[src/rtl/gpio_lvl_irq.sv]
module gpio_lvl_irq #(
  parameter int N  = 32,
  parameter int AW = 4
) (
  input  logic          clk,
  input  logic          rst_n,
  input  logic          reg_win,
  input  logic [AW-1:0] reg_addr,
  input  logic          reg_we,
  input  logic [N-1:0]  reg_wdata,
  output logic [N-1:0]  reg_rdata,
  input  logic [N-1:0]  pin_in,
  output logic [N-1:0]  pin_out,
  output logic [N-1:0]  pin_oe,
  output logic          host_irq
);
  localparam logic [AW-1:0] OFF_DIR  = AW'(4'h0);
  localparam logic [AW-1:0] OFF_DATA = AW'(4'h4);
  localparam logic [AW-1:0] OFF_POL  = AW'(4'h8);
  localparam logic [AW-1:0] OFF_STAT = AW'(4'hC);
  localparam logic [AW-1:0] OFF_PEND = AW'(4'h0);
  localparam logic [AW-1:0] OFF_MASK = AW'(4'h8);

  logic [N-1:0] sync1_q, sync2_q;
  logic [N-1:0] dir_q, dout_q, pol_q, stat_q, mask_q;
  logic [N-1:0] hit, stat_nx;
  logic         io_wr, ctl_wr;

  assign io_wr  = reg_we & ~reg_win;
  assign ctl_wr = reg_we &  reg_win;
  assign hit    = ~(sync2_q ^ pol_q);

  always_comb begin
    stat_nx = stat_q;
    if (io_wr && reg_addr == OFF_STAT)
      stat_nx = stat_q & reg_wdata;
    stat_nx = stat_nx | hit;
  end

  always_ff @(posedge clk) begin
    if (!rst_n) begin
      sync1_q <= '0;
      sync2_q <= '0;
      dir_q   <= '0;
      dout_q  <= '0;
      pol_q   <= '1;
      stat_q  <= '0;
      mask_q  <= '1;
    end else begin
      sync1_q <= pin_in;
      sync2_q <= sync1_q;
      stat_q  <= stat_nx;
      if (io_wr) begin
        case (reg_addr)
          OFF_DIR:  dir_q  <= reg_wdata;
          OFF_DATA: dout_q <= reg_wdata;
          OFF_POL:  pol_q  <= reg_wdata;
          default: ;
        endcase
      end
      if (ctl_wr && reg_addr == OFF_MASK)
        mask_q <= reg_wdata;
    end
  end

  always_comb begin
    reg_rdata = '0;
    if (!reg_win) begin
      case (reg_addr)
        OFF_DIR:  reg_rdata = dir_q;
        OFF_DATA: reg_rdata = (dir_q & dout_q) | (~dir_q & sync2_q);
        OFF_POL:  reg_rdata = pol_q;
        OFF_STAT: reg_rdata = stat_q;
        default:  reg_rdata = '0;
      endcase
    end else begin
      case (reg_addr)
        OFF_PEND: reg_rdata = stat_q;
        OFF_MASK: reg_rdata = mask_q;
        default:  reg_rdata = '0;
      endcase
    end
  end

  assign pin_out  = dout_q;
  assign pin_oe   = dir_q;
  assign host_irq = |(stat_q & ~mask_q);
endmodule

[config.mk]
export PLATFORM = sky130hd
export DESIGN_NAME = gpio_lvl_irq
export DESIGN_NICKNAME = d
export VERILOG_FILES = /design/src/rtl/gpio_lvl_irq.sv
export SDC_FILE = /design/constraint.sdc
export NUM_CORES = 1
export LEC_CHECK = 0
export BUFFER_PORTS_ARGS = -buffer_cell sky130_fd_sc_hd__buf_2
export CELL_PAD_IN_SITES_DETAIL_PLACEMENT = 1
export CELL_PAD_IN_SITES_GLOBAL_PLACEMENT = 1
export CORE_MARGIN = 10
export CORE_UTILIZATION = 42
export DETAILED_ROUTE_END_ITERATION = 16
export GPL_ROUTABILITY_DRIVEN = 1
export GPL_TIMING_DRIVEN = 1
export PLACE_DENSITY_LB_ADDON = 0.1
export SLEW_MARGIN = 20
export SYNTH_ARGS = -nofsm -noshare
export SYNTH_HDL_FRONTEND = slang
export SYNTH_SLANG_ARGS = --single-unit
[constraint.sdc]
create_clock -name clk -period 2.15 [get_ports clk]
set_input_delay 0.3225 -clock clk [delete_from_list [all_inputs] [get_ports clk]]
set_output_delay 0.3225 -clock clk [all_outputs]
set_load 0.02 [all_outputs]
* Word-level counts from Yosys, hierarchy flattened
Index checks and enable logic that the tools add are counted.
W data, S select, Z words.
** Operators by class
- Equality and inequality tests :: 3
- Reduce and logical (&&, ||, !) cells :: 7
- Bitwise logic cells :: 13
- Mux-type cells :: 4
** Operators with widths (number)
- $and A32 B32 Y32 :: 4
- $pmux W32 S4 :: 1
- $not A32 Y32 :: 3
- $mux W32 :: 2
- $or A32 B32 Y32 :: 2
- $pmux W32 S2 :: 1
- $reduce_or A32 Y1 :: 1
- $xor A32 B32 Y32 :: 1
- $eq A4 B4 Y1 const B :: 2
- $reduce_and A2 Y1 :: 3
- $eq A4 B3 Y1 const B :: 1
- $logic_not A4 Y1 :: 1
- $and A1 B1 Y1 :: 2
- $logic_and A1 B1 Y1 :: 2
- $not A1 Y1 :: 1
** Word-level totals
- Register bits after elaboration :: 224
- Word-level logic and storage cells :: 34
- Output and inout bits :: 97

* Longest topological paths before layout
Gate-level depths: netlist (run 1).
- Depth after elaboration :: 5
- Gate-level depth with buffers :: 7
- Depth with buffers taken out :: 4

* Worst setup path after synthesis (run 1)
Ideal clock, no wire load.
- Path type :: input port to output port
- Start :: input port reg_addr[1]
- End :: output port reg_rdata[10]
- Path slack :: 0.184 ns
- Buffers on the path :: 2
- Data required time :: 1.827 ns
- Cell stages on the path :: 4
- Arrival time :: 1.643 ns
- Path through :: or4b_1 > buf_2 > clkbuf_1 > o21ai_0
** Between the ends
- Longest elaborated chain between the ends :: 3
** RTL lines
- start: declaration :: RTL line 8 : input logic [AW-1:0] reg_addr,
- $eq A4 B4 Y1 (tied with other cells) :: RTL line 69 : case (reg_addr)
- $pmux W32 S4 or $pmux W32 S2 (tied branches) :: RTL line 69, 77
- $mux W32 (*) :: RTL line 68 : if (!reg_win) begin
- end: declaration :: RTL line 11 : output logic [N-1:0] reg_rdata,
Every way passes the cells marked *; elsewhere a longest branch is shown, timed or not.

* Worst setup path after layout (run 1)
- Start :: input port reg_addr[1]
- End :: output port reg_rdata[20]
The elaborated chain is that of the path after synthesis.

==> results of run 1 <==
-- cell type report --
type                    instances  area [sq um]
repair buffers                202          1240
flip-flops and latches        224          4480
well taps                     280           350
clock inverters                 4          45.0
multi-input cells             739          4450
inverters                      32           120
clock buffers                  37           711
fillers                      2643         10500
-- power breakdown --
group	total, mW	leakage (nW)	switching, mW	internal [mW]
Sequential	4.37	1.83	0.0923	4.27
Clock	4.04	0.372	1.66	2.38
Combinational	0.712	2.88	0.420	0.292
-- metrics by stage --
stage	cells	power, mW	instance area [sq um]
global route	1518	9.45	11400
CTS	1518	9.20	11400
global placement	1471	5.14	10600
detailed placement	1471	5.16	10600
finish	1518	9.12	11400
floorplan	1077	4.85	9380
-- flip-flops by register name, indices dropped and copies added, names as in the netlist --
register  count
mask_q       32
pin_oe       32
pin_out      32
pol_q        32
stat_q       32
sync1_q      32
sync2_q      32
-- worst max-delay path, cell delays in order --
cell and delay, ns:
buf_2 0.12, or4b_1 0.59, buf_12 0.19, o21ai_0 0.28
buf_2 0.23
-- cell usage after synthesis (3+ instances only) --
master	instances
nand2_1	163
buf_2	12
dfxtp_1	224
a21boi_0	32
o32a_1	32
nor4_1	4
buf_6	3
and2_1	64
nand3_1	129
o22ai_1	16
inv_1	32
and3b_1	33
o21ai_0	128
a21oi_1	32
buf_1	10
mux2i_1	64
clkbuf_1	57
xor2_1	32
-- layout by cell type, fill, tap and decap left out, types with 2 or more instances in the layout --
cell type      Yosys  routed
xor2_1            32      32
a21oi_1           32      32
nor4_2             0       2
mux2i_1           64      64
inv_1             32      32
clkbuf_1          57       8
buf_4              0      22
dfxtp_1          224     224
clkinv_2           0       3
dlygate4sd3_1      0       6
a21boi_0          32      32
and2_1            64      64
nand2_1          163     162
o32a_1            32      32
and3b_1           33      33
clkbuf_16          0      25
buf_2             12     164
nand3_1          129     129
nand3b_1           2       2
o22ai_1           16      16
buf_12             0       9
nor4_1             4       2
o21ai_0          128     128
clkbuf_8           0       4
-- layer usage --
metal	global-route usage	wire [um]
met5	0	0
met4	0.0390	439
met3	0.0401	1540
met2	0.332	14100
met1	0.262	13900
-- cell families (layout without fill, tap and decap cells) --
family                    Yosys count  after routing  synth area share
xor gates and xnor gates           32             32            0.0299
and+or+nand+nor                   403            403             0.218
DFF                               224            224             0.478
AOI/OAI and AO/OA                 240            240             0.156
buffers and inverters             114            275            0.0496
muxes                              64             64            0.0683
-- final timing paths --
| path | startpoint | endpoint | slack (ns) | depth (start not counted) |
|---|---|---|---|---|
| worst max-delay path | reg_addr[1] | reg_rdata[20] | 0.09 | 5 |
| worst min register to register | sync1_q[29] | sync2_q[29] | 0.43 | 1 |
| worst min-delay path | pin_in[11] | sync1_q[11] | 0.01 | 2 |
| worst max register to register | sync2_q[31] | stat_q[31] | 1.35 | 2 |
-- what timing repair did --
action                                  CTS  global route
hold buffers                              6             0
endpoints found under the setup margin    1             4
gates resized for setup                   1             4
hold endpoints to repair                  6             0
pin swaps                                 0             1
==> flow_summary.yaml, run 1 <==
run_status:
  status: "completed"
finish:
  final_util: 0.521
  drive_gt1_frac: 0.190
  fin_nets: 1296
  area_growth_pct: 21.6
  antenna_cells: 0
clock_network:
  clock_sinks: 224
  clockRootBuffer: "clkbuf_16"
  postCtsSetupBuffers: 0
  clockBufferDepth: 3
  clkTransAtPathRegs_ns: 0.06
  clock_latency_ns: 0.52
  htree_levels: 1
  cts_tree: "yes"
  cts_made_buffers: 25
route:
  antenna_left: 0
  routedWlPerCell_um: 19.7
  drtIter0Drc: 398
  wirelength_mm: 29.9
  routed_via_density: 5.45
  drt_pass1_iterations: 5
  dr_total_vias: 8274
  drcViolationCount: 0
synth:
  ys_async_sr_fraction: 0
  yosys_most_used_dff: "dfxtp_1"
  ys_ff_latch: 224
  synthTopCellsByArea: "dfxtp_1 48%, nand3_1 6.9%, mux2i_1 6.8%, o21ai_0 6.8%, nand2_1 6.5%"
  synth_warnings: 0
  netlist_area_sq_mm: 0.00938
  synth_top_area_cell: "dfxtp_1"
  syn_inst: 1077
  yosysSeqAreaShare: 0.478
  synth_top_area_share: 0.478
  synthesis.nets: 1149
  synth-edff-count: 0
  synth_cell_types: 26
  avgSynthCellArea_sq_um: 8.70
worst_hold_path:
  hold_path_class: "in2reg"
timing:
  fin_ws_ns: 0.0895
  min_period_over_period: 0.958
  hold_ws_ns: 0.0134
  skew_ns: 0.00645
  rsz0062_at_grt: "false"
  hold_violations: 0
  fin_tns_setup_ns: 0
  finalMaxSlewViolations: 0
  fin_crit_ns: 2.06
  timing.fmax_mhz: 485
  worst_pin_slew_ns: 0.486
  slew_headroom: 0.676
  setup_viol: 0
power_and_ir_drop:
  vdd_drop_max_v: 0.000429
  p_leak_nw: 5.08
  p_per_area_mw_per_mm2: 800
run:
  drv_cap: 0
worst_setup_path:
  crit_arrival_ns: 1.74
  cp.required_ns: 1.83
  cp-end-kind: "primary output"
  crit_fanout: 21
  start_kind: "input pin"
  critPathKind: "in2out"
placement:
  portBuffers: 168
  gp_congestion: 0.764
  pre_cts_ws_ns: 0.0519
  dp_hpwl_mm: 20.5
global_routing:
  grt_pass1_vias: 8594
  grt_max_degree: 75
  grt_util_all_layers: 0.199
  antenna_found_initial: 0
  gr-total-overflow: 0
  grt_pass1_wl_mm: 47.1
die:
  die_y_um: 169
  io_pins: 169
  dieArea_sq_mm: 0.0287
  start_util: 0.428
  row_count: 54
  die_x_um: 169
  core_sq_mm: 0.0219
No activity file was read; power rests on OpenSTA's default activity.
==> inputs of run 2 (changes only) <==
--- a/config.mk
+++ b/config.mk
@@ -6,14 +6,12 @@
 export NUM_CORES = 1
 export LEC_CHECK = 0
 export BUFFER_PORTS_ARGS = -buffer_cell sky130_fd_sc_hd__buf_2
-export CELL_PAD_IN_SITES_DETAIL_PLACEMENT = 1
-export CELL_PAD_IN_SITES_GLOBAL_PLACEMENT = 1
 export CORE_MARGIN = 10
-export CORE_UTILIZATION = 42
+export CORE_UTILIZATION = 55
 export DETAILED_ROUTE_END_ITERATION = 16
 export GPL_ROUTABILITY_DRIVEN = 1
 export GPL_TIMING_DRIVEN = 1
-export PLACE_DENSITY_LB_ADDON = 0.1
+export PLACE_DENSITY = 0.79
 export SLEW_MARGIN = 20
 export SYNTH_ARGS = -nofsm -noshare
 export SYNTH_HDL_FRONTEND = slang
==> run 2 against run 1 <==
Worst setup slack improved by 0.0094 ns. Sequential power about the same. Hold slack improved by 0.0046 ns. Sequential share of layout area increased by 0.22 points. Fmax increased by 0.46%. Largest cell class unchanged. Wire length decreased by 12%. Total power increased by 1.7%. Cell count decreased by 4.3%. Clock skew decreased by 0.0027 ns. Clock power increased by 4%.
==> flow_summary.yaml, run 2 (synthesis gave the netlist of run 1 again) <==
clock_network:
  postCtsSetupBuffers: 0
  clock_sinks: 224
  clockBufferDepth: 3
  clock_latency_ns: 0.50
  cts_made_buffers: 24
  cts_tree: "yes"
  clkTransAtPathRegs_ns: 0.06
  htree_levels: 1
  clockRootBuffer: "clkbuf_16"
global_routing:
  gr-total-overflow: 0
  grt_pass1_wl_mm: 42.1
  grt_util_all_layers: 0.227
  grt_pass1_vias: 7991
  antenna_found_initial: 2
  grt_max_degree: 73
worst_setup_path:
  worst-path-buf-inv: 3
  cp-end-kind: "primary output"
  path_cells: "buf_2, or4b_1, buf_12, o21ai_0, buf_2"
  worstReg2RegEnd: "stat_q[8]"
  crit_arrival_ns: 1.73
  cp.required_ns: 1.83
  cpMostUsedCell: "buf_2"
  slowest_delay_ns: 0.57
  critPathSlowestCell: "or4b_1"
  startpoint: "reg_addr[1]"
  rrSetupSlack_ns: 1.36
  crit_fanout: 34
  critPathKind: "in2out"
  r2r-start: "pol_q[8]"
  start_kind: "input pin"
  rr_worst_depth: 2
  cp_top_family: "simple AND/OR/NAND/NOR gates"
power_and_ir_drop:
  vdd_drop_max_v: 0.000596
  total_power_mw: 9.27
  p_leak_nw: 5.09
  p_per_area_mw_per_mm2: 818
timing:
  slew_headroom: 0.664
  hold_ws_ns: 0.0179
  hold_violations: 0
  fin_tns_setup_ns: 0
  worst_pin_slew_ns: 0.504
  min_period_over_period: 0.954
  timing.fmax_mhz: 488
  fin_crit_ns: 2.05
  setup_viol: 0
  rsz0062_at_grt: "false"
  skew_ns: 0.00371
  finalMaxSlewViolations: 0
worst_hold_path:
  hold_path_class: "in2reg"
  worstHoldStart: "pin_in[3]"
  whs_path_depth: 2
  hold_path_end: "sync1_q[3]"
die:
  start_util: 0.563
  io_pins: 169
  die_y_um: 151
  core_sq_mm: 0.0166
  row_count: 47
  die_x_um: 151
  dieArea_sq_mm: 0.0227
route:
  drtIter0Drc: 595
  drt_pass1_iterations: 5
  antenna_left: 0
  drcViolationCount: 0
  dr_total_vias: 8203
  routedWlPerCell_um: 18.2
  wirelength_mm: 26.5
  routed_via_density: 5.65
finish:
  area_growth_pct: 20.9
  drive_gt1_frac: 0.195
  final_cell_mix: "224 x dfxtp_1, 166 x buf_2, 162 x nand2_1, 129 x nand3_1, 128 x o21ai_0"
  fillers: 1341
  fin_nets: 1289
  final_common_cell: "dfxtp_1"
  layout.cells.non_filler: 1452
  final_util: 0.681
run:
  drv_cap: 0
placement:
  portBuffers: 168
  dp_hpwl_mm: 18.0
  dp_cells: 1411
  gp_congestion: 0.795
run_status:
  status: "completed"
==> run 2: how the worst max path moves through the flow <==
stage                               end  cells past startpoint
after floorplan           reg_rdata[10]                      4
after global placement    reg_rdata[11]                      5
after detailed placement      mask_q[1]                      7
after CTS                      host_irq                      4
after global routing       reg_rdata[3]                      7
final                     reg_rdata[11]                      5
==> run 2: worst reg2reg max path, stage by stage, from the launching register on <==
cell      delay [ns]
dfxtp_1         0.38
xor2_1          0.19
a21boi_0        0.10
==> run 2: through the flow <==
| step | instance area [sq um] | setup slack [ns] |
|---|---|---|
| after floorplan | 9380 | 0.184 |
| after global placement | 10500 | 0.0946 |
| after detailed placement | 10500 | 0.0826 |
| after CTS | 11300 | 0.0370 |
| after global routing | 11300 | 0.0298 |
| final | 11300 | 0.0989 |
==> run 2: routing by layer <==
metal | GRT usage | vias to the layer above | part of all wire | wire, um
met5 | 0 | - | 0.00045 | 12
met4 | 0.0564 | 2 | 0.019 | 510
met3 | 0.0453 | 37 | 0.071 | 1890
met2 | 0.370 | 263 | 0.47 | 12300
met1 | 0.301 | 3889 | 0.44 | 11700
li1 | - | 4012 | - | -
==> run 2: layout make-up <==
type	instances	area [sq um]	area share
flip-flops and latches	224	4480	0.396
inverters	32	120	0.0106
well taps	220	275	0.0243
repair buffers	196	1180	0.105
clock buffers	34	739	0.0653
clock inverters	6	82.6	0.00729
diodes	1	2.50	0.000221
multi-input cells	739	4440	0.392
==> run 2: what timing repair did <==
action | CTS | global route
endpoints found under the setup margin | 0 | 1
gates resized for setup | 0 | 2
hold buffers | 0 | 0
==> run 2: report_power, final <==
part	switching [mW]	internal [mW]
Clock	1.61	2.61
Sequential	0.0882	4.27
Combinational	0.398	0.288
